## src/rtl/cct_pkg.sv

```systemverilog
// Package cct_pkg
// Shared constants of the capture/compare timer: the register addresses and
// the status byte layout. Assumes four channels, which the status layout fixes.
package cct_pkg;
    localparam int NUM_CH   = 4;
    localparam int STAT_W   = 8;
    localparam int OVF_BIT  = 7;
    localparam logic [STAT_W-1:0] USED_MASK = 8'h8F;
    localparam logic [2:0] ADR_STAT = 3'd0;
    localparam logic [2:0] ADR_IEN  = 3'd1;
    localparam logic [2:0] ADR_CNT  = 3'd2;
    localparam logic       ADR_GR_HI = 1'b1; // addr[2]=1 selects GR[addr[1:0]]
endpackage

```

## src/rtl/cct_edge_sync.sv

```systemverilog
// Module cct_edge_sync
// Synchronizes one asynchronous capture pin through two flops. It then
// raises edge_o for one cycle on the selected polarity.
// Assumes fall_sel_i is quasi-static.
module cct_edge_sync (
    input  logic clk,
    input  logic rst_n,
    input  logic pin_i,
    input  logic fall_sel_i,
    output logic edge_o
);
    logic s1_q, s2_q, prev_q;

    // two-flop synchronizer plus history flop
    always_ff @(posedge clk) begin
        if (!rst_n) begin
            s1_q   <= 1'b0;
            s2_q   <= 1'b0;
            prev_q <= 1'b0;
        end else begin
            s1_q   <= pin_i;
            s2_q   <= s1_q;
            prev_q <= s2_q;
        end
    end

    // polarity-selected edge pulse
    always_comb edge_o = fall_sel_i ? (prev_q & ~s2_q) : (~prev_q & s2_q);


    single_edge_chk: assert property (@(posedge clk) disable iff (!rst_n)
        edge_o |=> (!edge_o || (fall_sel_i != $past(fall_sel_i))));
endmodule

```

## src/rtl/cct_channel.sv

```systemverilog
// Module cct_channel
// One general register. In capture mode it loads the counter on an edge.
// In compare mode it reports equality with the counter.
// A capture takes priority over a bus write in the same cycle.
module cct_channel #(
    parameter int CNT_W = 16
) (
    input  logic             clk,
    input  logic             rst_n,
    input  logic             cap_mode_i,
    input  logic             edge_i,
    input  logic [CNT_W-1:0] cnt_i,
    input  logic             wr_i,
    input  logic [CNT_W-1:0] wdata_i,
    output logic [CNT_W-1:0] gr_o,
    output logic             hit_o
);
    logic [CNT_W-1:0] gr_q;

    // general register: capture wins over software write
    always_ff @(posedge clk) begin
        if (!rst_n)                    gr_q <= '0;
        else if (cap_mode_i && edge_i) gr_q <= cnt_i;
        else if (wr_i)                 gr_q <= wdata_i;
    end

    // channel event: capture edge or compare match
    always_comb hit_o = cap_mode_i ? edge_i : (cnt_i == gr_q);
    assign gr_o = gr_q;


    capture_load_chk: assert property (@(posedge clk) disable iff (!rst_n)
        (cap_mode_i && edge_i) |=> (gr_q == $past(cnt_i)));
endmodule

```

## src/rtl/cct_status.sv

```systemverilog
// Module cct_status
// Status flags with hardware set and guarded software clear.
// A status read arms the flags that read as 1. A status write clears the
// armed flags written 0, then disarms all of them.
// Acknowledge clears arrive as a mask. A set always beats a clear.
module cct_status
    import cct_pkg::*;
(
    input  logic              clk,
    input  logic              rst_n,
    input  logic [STAT_W-1:0] set_i,
    input  logic              rd_i,
    input  logic              wr_i,
    input  logic [STAT_W-1:0] wdata_i,
    input  logic [STAT_W-1:0] ack_clr_i,
    output logic [STAT_W-1:0] flags_o
);
    logic [STAT_W-1:0] flag_q, arm_q, sw_clr, keep_m;

    // software clear mask: armed bits written as 0
    always_comb sw_clr = wr_i ? (arm_q & ~wdata_i) : '0;

    // flag storage, set has priority over any clear
    always_ff @(posedge clk) begin
        if (!rst_n) flag_q <= '0;
        else        flag_q <= ((flag_q & ~(sw_clr | ack_clr_i)) | set_i) & USED_MASK;
    end

    // arm bits: read arms ones, any status write disarms
    always_ff @(posedge clk) begin
        if (!rst_n)    arm_q <= '0;
        else if (wr_i) arm_q <= '0;
        else if (rd_i) arm_q <= (arm_q | flag_q) & USED_MASK;
    end

    // unassigned bits present as ones
    always_comb flags_o = flag_q | ~USED_MASK;
    always_comb keep_m  = flag_q & ~arm_q & ~ack_clr_i;


    set_wins_chk: assert property (@(posedge clk) disable iff (!rst_n)
        (set_i != '0) |=> ((flag_q & $past(set_i)) == $past(set_i)));

    unarmed_keep_chk: assert property (@(posedge clk) disable iff (!rst_n)
        (keep_m != '0) |=> ((flag_q & $past(keep_m)) == $past(keep_m)));

    disarm_chk: assert property (@(posedge clk) disable iff (!rst_n)
        wr_i |=> (arm_q == '0));
endmodule

```

## src/rtl/cct_timer.sv

```systemverilog
// Module cct_timer (top)
// Free-running counter, four capture/compare channels, status flags,
// interrupt enable register and interrupt output.
// Assumes CNT_W >= 8, so that the status byte fits the bus.
module cct_timer
    import cct_pkg::*;
#(
    parameter int CNT_W = 16
) (
    input  logic             clk,
    input  logic             rst_n,
    input  logic             bus_wr,
    input  logic             bus_rd,
    input  logic [2:0]       bus_addr,
    input  logic [CNT_W-1:0] bus_wdata,
    output logic [CNT_W-1:0] bus_rdata,
    input  logic [3:0]       cap_pin,
    input  logic [3:0]       cap_mode,
    input  logic [3:0]       cap_fall,
    input  logic             xfer_ack,
    input  logic [1:0]       xfer_src,
    output logic             irq
);
    logic [CNT_W-1:0]  cnt_q;
    logic [STAT_W-1:0] ien_q, flags, set_vec, ack_clr;
    logic [CNT_W-1:0]  gr [NUM_CH];
    logic [NUM_CH-1:0] edge_v, hit_v, gr_wr;
    logic              cnt_wr, ovf_evt, stat_rd, stat_wr;

    always_comb begin
        cnt_wr  = bus_wr && (bus_addr == ADR_CNT);
        stat_wr = bus_wr && (bus_addr == ADR_STAT);
        stat_rd = bus_rd && (bus_addr == ADR_STAT);
        ovf_evt = (cnt_q == {CNT_W{1'b1}}) && !cnt_wr;
    end

    // free-running counter with software load
    always_ff @(posedge clk) begin
        if (!rst_n)      cnt_q <= '0;
        else if (cnt_wr) cnt_q <= bus_wdata;
        else             cnt_q <= cnt_q + 1'b1;
    end

    // interrupt enable register
    always_ff @(posedge clk) begin
        if (!rst_n)                                ien_q <= '0;
        else if (bus_wr && bus_addr == ADR_IEN)    ien_q <= bus_wdata[STAT_W-1:0] & USED_MASK;
    end

    // per-channel synchronizer and general register
    for (genvar c = 0; c < NUM_CH; c++) begin : g_ch
        assign gr_wr[c] = bus_wr && (bus_addr[2] == ADR_GR_HI) && (bus_addr[1:0] == 2'(c));
        cct_edge_sync u_sync (
            .clk(clk), .rst_n(rst_n), .pin_i(cap_pin[c]),
            .fall_sel_i(cap_fall[c]), .edge_o(edge_v[c])
        );
        cct_channel #(.CNT_W(CNT_W)) u_chan (
            .clk(clk), .rst_n(rst_n), .cap_mode_i(cap_mode[c]), .edge_i(edge_v[c]),
            .cnt_i(cnt_q), .wr_i(gr_wr[c]), .wdata_i(bus_wdata),
            .gr_o(gr[c]), .hit_o(hit_v[c])
        );
    end

    // event and acknowledge vectors in status layout
    always_comb begin
        set_vec = {ovf_evt, 3'b000, hit_v};
        ack_clr = xfer_ack ? (STAT_W'(1) << xfer_src) : '0;
    end

    cct_status u_stat (
        .clk(clk), .rst_n(rst_n), .set_i(set_vec), .rd_i(stat_rd), .wr_i(stat_wr),
        .wdata_i(bus_wdata[STAT_W-1:0]), .ack_clr_i(ack_clr), .flags_o(flags)
    );

    // read data mux
    always_comb begin
        bus_rdata = '0;
        if (bus_addr[2] == ADR_GR_HI)   bus_rdata = gr[bus_addr[1:0]];
        else if (bus_addr == ADR_STAT)  bus_rdata = CNT_W'(flags);
        else if (bus_addr == ADR_IEN)   bus_rdata = CNT_W'(ien_q);
        else if (bus_addr == ADR_CNT)   bus_rdata = cnt_q;
    end

    // interrupt request
    always_comb irq = |(flags & ien_q & USED_MASK);


    cnt_step_chk: assert property (@(posedge clk) disable iff (!rst_n)
        !cnt_wr |=> (cnt_q == $past(cnt_q) + 1'b1));

    ovf_set_chk: assert property (@(posedge clk) disable iff (!rst_n)
        ovf_evt |=> flags[OVF_BIT]);

    ack_clear_chk: assert property (@(posedge clk) disable iff (!rst_n)
        (xfer_ack && !hit_v[xfer_src]) |=> !flags[$past(xfer_src)]);

    irq_gate_chk: assert property (@(posedge clk) disable iff (!rst_n)
        (ien_q == '0) |-> !irq);
endmodule

```

## config.mk

```make
export PLATFORM = sky130hd
export DESIGN_NAME = cct_timer
export DESIGN_NICKNAME = d
export VERILOG_FILES = /design/src/rtl/cct_pkg.sv /design/src/rtl/cct_edge_sync.sv /design/src/rtl/cct_channel.sv /design/src/rtl/cct_status.sv /design/src/rtl/cct_timer.sv
export SDC_FILE = /design/constraint.sdc
export NUM_CORES = 1
export LEC_CHECK = 0
export ABC_AREA = 1
export BUFFER_PORTS_ARGS = -buffer_cell sky130_fd_sc_hd__buf_2
export CAP_MARGIN = 20
export CORE_MARGIN = 2
export CORE_UTILIZATION = 30
export CTS_BUF_LIST = sky130_fd_sc_hd__clkbuf_8
export CTS_CLUSTER_SIZE = 10
export DETAILED_ROUTE_END_ITERATION = 7
export GPL_TIMING_DRIVEN = 1
export PLACE_DENSITY = 0.46
export SETUP_SLACK_MARGIN = 0.2
export SYNTH_ARGS = -nofsm -noshare
export SYNTH_HDL_FRONTEND = slang
export SYNTH_SLANG_ARGS = --single-unit
```

## constraint.sdc

```tcl
create_clock -name clk -period 1.96 [get_ports clk]
set_input_delay 0 -clock clk [delete_from_list [all_inputs] [get_ports clk]]
set_output_delay 0 -clock clk [all_outputs]
set_load 0.1 [all_outputs]
```

==> impl_results.md <==
* Post-detailed-placement cell area at 0.00743 mm²
* Dominant combinational cell family by area after synthesis: simple AND/OR/NAND/NOR gates
* Clock-pin slew on the worst setup and hold paths at about 0.12 ns
* Number of antenna violations at the first check in global routing at 0
* Standard cell core area at between 0.02 and 0.025 mm²
* Number of CTS-inserted buffers at 9
* End point of the worst hold path: g_ch[3].u_chan.gr_o[7]
* X dimension of the die at 151 µm
* Max Cap Viol at 0
* Setup-failing EPs final at 0
* Top cell type's share of synthesized area at about a third
* Cell area after synthesis at approximately 0.0065 mm²
* Number of sinks driven by the clock tree at approximately 110
* Clk_lat worst skew at 0.41 ns
* Count of state elements after synthesis at 107
* Area contributors post-synth: sky130_fd_sc_hd__dfxtp_1 (33%), sky130_fd_sc_hd__nand2_1 (19%), sky130_fd_sc_hd__inv_1 (7.0%), sky130_fd_sc_hd__o21ai_0 (6.2%), sky130_fd_sc_hd__a21oi_1 (5.3%)
* R2r worst-path depth at 9
* Count of pins over their slew limit at 0
* Final weighted congestion in routability-driven placement at 0.858
* Largest driver fanout on the critical path at 8
* Highest routing layer actually used: met4
* Total wirelength of the detailed-routed design at 24.3 mm
* Post-Synth Simple-Gate Area at 28.5%
* Startpoint type of the worst setup path: flop
* Die Ht at ~150 µm
* Buffer depth of the longest clock path at 2
* Core utilization of the finished layout at 37.3%
* Die Outline Area at 0.0229 mm²
* Inst Count DP at 1355
* GRT Overall Usage at a little over a fifth
* Share of the synthesized area in compound gates (AO/OA/AOI/OAI) at 23.5%
* Launch point of the worst path: cnt_q[7]
* Minimum clock period after layout at between 1.5 and 2 ns
* Buffers on Ports at 54
* Number of distinct library cell variants in the gate-level netlist after synthesis at 36
* Crit Reg-Reg Startpoint: cnt_q[0]
* Achievable frequency at about 600 MHz
* Final Net Count at around 1200
* Final total power at 4.97 mW
* Leakage Power at 3.35 nW
* Most area-hungry cell type in the Yosys netlist: sky130_fd_sc_hd__dfxtp_1
* Result of the run: completed
* Start-to-end type of the worst setup path: flop to primary output
* Commonest cells after routing, fill and taps aside: sky130_fd_sc_hd__nand2_1 (331), sky130_fd_sc_hd__inv_1 (117), sky130_fd_sc_hd__dfxtp_1 (99), sky130_fd_sc_hd__o21ai_0 (73), sky130_fd_sc_hd__a21oi_1 (69)
* Count of inserted antenna diode cells at 0
* Total overflow reported by the global router at 0
* Portion of netlist area occupied by mux cells at 0%
* Worst VDD drop at 326 µV
* Final WS setup at 0.281 ns
* Vias per std cell at between 4 and 5
* Hold Fails Final Rpt at 0
* Post-route insts no fill at ~1400
* Hold Path Class: input port to flop
* Iter 0 DRT Violations at 430
* Wire length of the first global-routing pass at 37.2 mm
* Type of element capturing the critical path: primary output
* Final clock period utilization by the worst path at 85.7%
* Final Cell Area at slightly below 0.008 mm²
* Initial core utilization at 30.8%
* Endpoint of the most critical register-to-register path: cnt_q[12]
* Leading cell type in the layout, fill and taps excluded: sky130_fd_sc_hd__nand2_1
* Met2 routed wirelength at between 10 and 15 mm
* Fin Hold WS at 0.0472 ns
* Detailed-route via count at 6952
* Met1 routed wirelength after detailed routing at 11.9 mm
* TritonCTS clock tree: done
* Setup slack after placement at between 0.2 and 0.25 ns
* DR DRC count at 0
* Wire length per cell after detailed routing at 17.4 µm
* Met3 wire len at 1.14 mm
* Hold Crit Start: cap_fall[3]
* Row count at 53
* Placed wire-length estimate after detailed placement at roughly 17 mm
* Number of nets in the synthesized netlist at 1081
* Required time of the critical path at 1.96 ns
* Clock root buffer: sky130_fd_sc_hd__clkbuf_8
* Synthesized instance count at roughly 1000
* Final worst clock skew at 0.0202 ns
* Flop2flop setup slack at roughly 0.42 ns
* Synthesized area per cell at ~6.3 µm²
* Arrival time of data at the critical path endpoint at 1.68 ns
* Synthesized-area fraction occupied by adder cells at 0.192%
* Tightest Pin Transition at 0.500 ns
* Length of the first detailed-routing pass in iterations at 5
* Share of post-route cells with drive strength above 1 at 14.2%
* Via count of the first global-routing pass at 6315
* Remaining max-slew budget at the tightest pin at between 60% and 70%
* Largest net degree at the start of global routing at 42
* Final ANT Viol Nets at 0
* Unrepaired setup endpoints after global routing: yes
* Yosys Warn Count at 0
* Pwr per Cell Area at 629 mW/mm²
* Htree depth at 3
* Xor and xnor area share after synthesis at 2.55%
* Sum Neg Setup Slack at 0 ns
* Count of cells along the worst hold path at 4
* Layout overhead on the synthesized area at 21.3%
* Post-synthesis sequential area ratio at 32.9%
* Boundary Pins at 55
==> worst max-delay path, cell delays in order (launching register included) <==
cell and delay (ns):
sky130_fd_sc_hd__dfxtp_1 0.35, sky130_fd_sc_hd__buf_4 0.17, sky130_fd_sc_hd__clkinvlp_4 0.13, sky130_fd_sc_hd__nor2_1 0.06, sky130_fd_sc_hd__a221oi_1 0.21, sky130_fd_sc_hd__nand2_1 0.16
sky130_fd_sc_hd__buf_12 0.20
==> Yosys cell counts <==
cell type                   instances
sky130_fd_sc_hd__o21bai_1           9
sky130_fd_sc_hd__a221oi_1           6
sky130_fd_sc_hd__inv_2              7
sky130_fd_sc_hd__nand3_1           41
sky130_fd_sc_hd__buf_4              3
sky130_fd_sc_hd__nand2_4            2
sky130_fd_sc_hd__xor2_1             7
sky130_fd_sc_hd__dfxtp_1          107
sky130_fd_sc_hd__nor2_1            51
sky130_fd_sc_hd__buf_2             20
sky130_fd_sc_hd__a31oi_1           26
sky130_fd_sc_hd__clkbuf_1          22
sky130_fd_sc_hd__nand2_1          331
sky130_fd_sc_hd__a21boi_0           1
sky130_fd_sc_hd__a21oi_1           69
sky130_fd_sc_hd__nor2_2             2
sky130_fd_sc_hd__buf_6              7
sky130_fd_sc_hd__xnor2_1           12
sky130_fd_sc_hd__nand3_2            1
sky130_fd_sc_hd__inv_4              1
sky130_fd_sc_hd__o211ai_1           3
sky130_fd_sc_hd__buf_1              2
sky130_fd_sc_hd__o21ai_0           81
sky130_fd_sc_hd__or2_0              2
sky130_fd_sc_hd__o2111ai_1         11
sky130_fd_sc_hd__o21ai_1           51
sky130_fd_sc_hd__o21ai_2            5
sky130_fd_sc_hd__o22ai_1           11
sky130_fd_sc_hd__inv_1            121
sky130_fd_sc_hd__ha_1               1
sky130_fd_sc_hd__clkinv_1           8
sky130_fd_sc_hd__nand2_2            4
sky130_fd_sc_hd__nor3_1             4
sky130_fd_sc_hd__nand4_1            8
sky130_fd_sc_hd__nor2_8             1
sky130_fd_sc_hd__nor2_4             4
==> flip-flops by register name (all words and copies together) (netlist names) <==
| register | cells |
|---|---|
| g_ch.u_sync.s2_q | 4 |
| g_ch.u_sync.s1_q | 4 |
| ien_q | 5 |
| g_ch.u_sync.prev_q | 4 |
| cnt_q | 16 |
| g_ch.u_chan.gr_o | 64 |
| u_stat.arm_q | 5 |
| u_stat.flag_q | 5 |
==> layout make-up <==
class                           count  area (µm²)
Fill cell                        2347       13300
Multi-Input combinational cell    744        3590
Sequential cell                   107        2150
Timing Repair Buffer              117        1070
Inverter                          137         558
Tap cell                          275         344
Clock buffer                        9         124
Clock inverter                      7        67.6
==> routing by layer <==
layer | track usage (%) | vias up
li1 | - | 3535
met1 | 31.3 | 3215
met2 | 34.5 | 181
met3 | 2.86 | 21
met4 | 5.00 | 0
met5 | 0 | -
==> logic make-up after synthesis <==
group,count (synthesis)
AOI/OAI and AO/OA,273
adders and majority gates,1
buffers and inverters,191
xor gates and xnor gates,19
and+or+nand+nor,451
DFF,107
==> power by group <==
group	internal, mW	switching, mW	total, mW	leakage, nW
Clock	0.498	0.929	1.43	0.0993
Sequential	2.28	0.0920	2.37	0.876
Combinational	0.406	0.761	1.17	2.38
Total	3.18	1.78	4.97	3.35
==> worst max-delay path by stage <==
| stage | to | slack, ns | cells after the start |
|---|---|---|---|
| floorplan | bus_rdata[11] | -0.07 | 3 |
| global route | bus_rdata[7] | 0.17 | 6 |
| finish | bus_rdata[7] | 0.28 | 6 |
| CTS | bus_rdata[1] | 0.21 | 6 |
| global placement | u_stat.flag_q[3] | 0.21 | 8 |
| detailed placement | u_stat.flag_q[3] | 0.20 | 8 |
==> what timing repair did <==
| item | in CTS | in global routing |
|---|---|---|
| pin swaps | 0 | 2 |
| setup endpoints to repair | 7 | 12 |
| resized for setup | 6 | 8 |
| hold endpoints to repair | 49 | 0 |
| hold buffers | 23 | 0 |
| buffers inserted | 0 | 2 |
(Power assumes the default switching activity.)
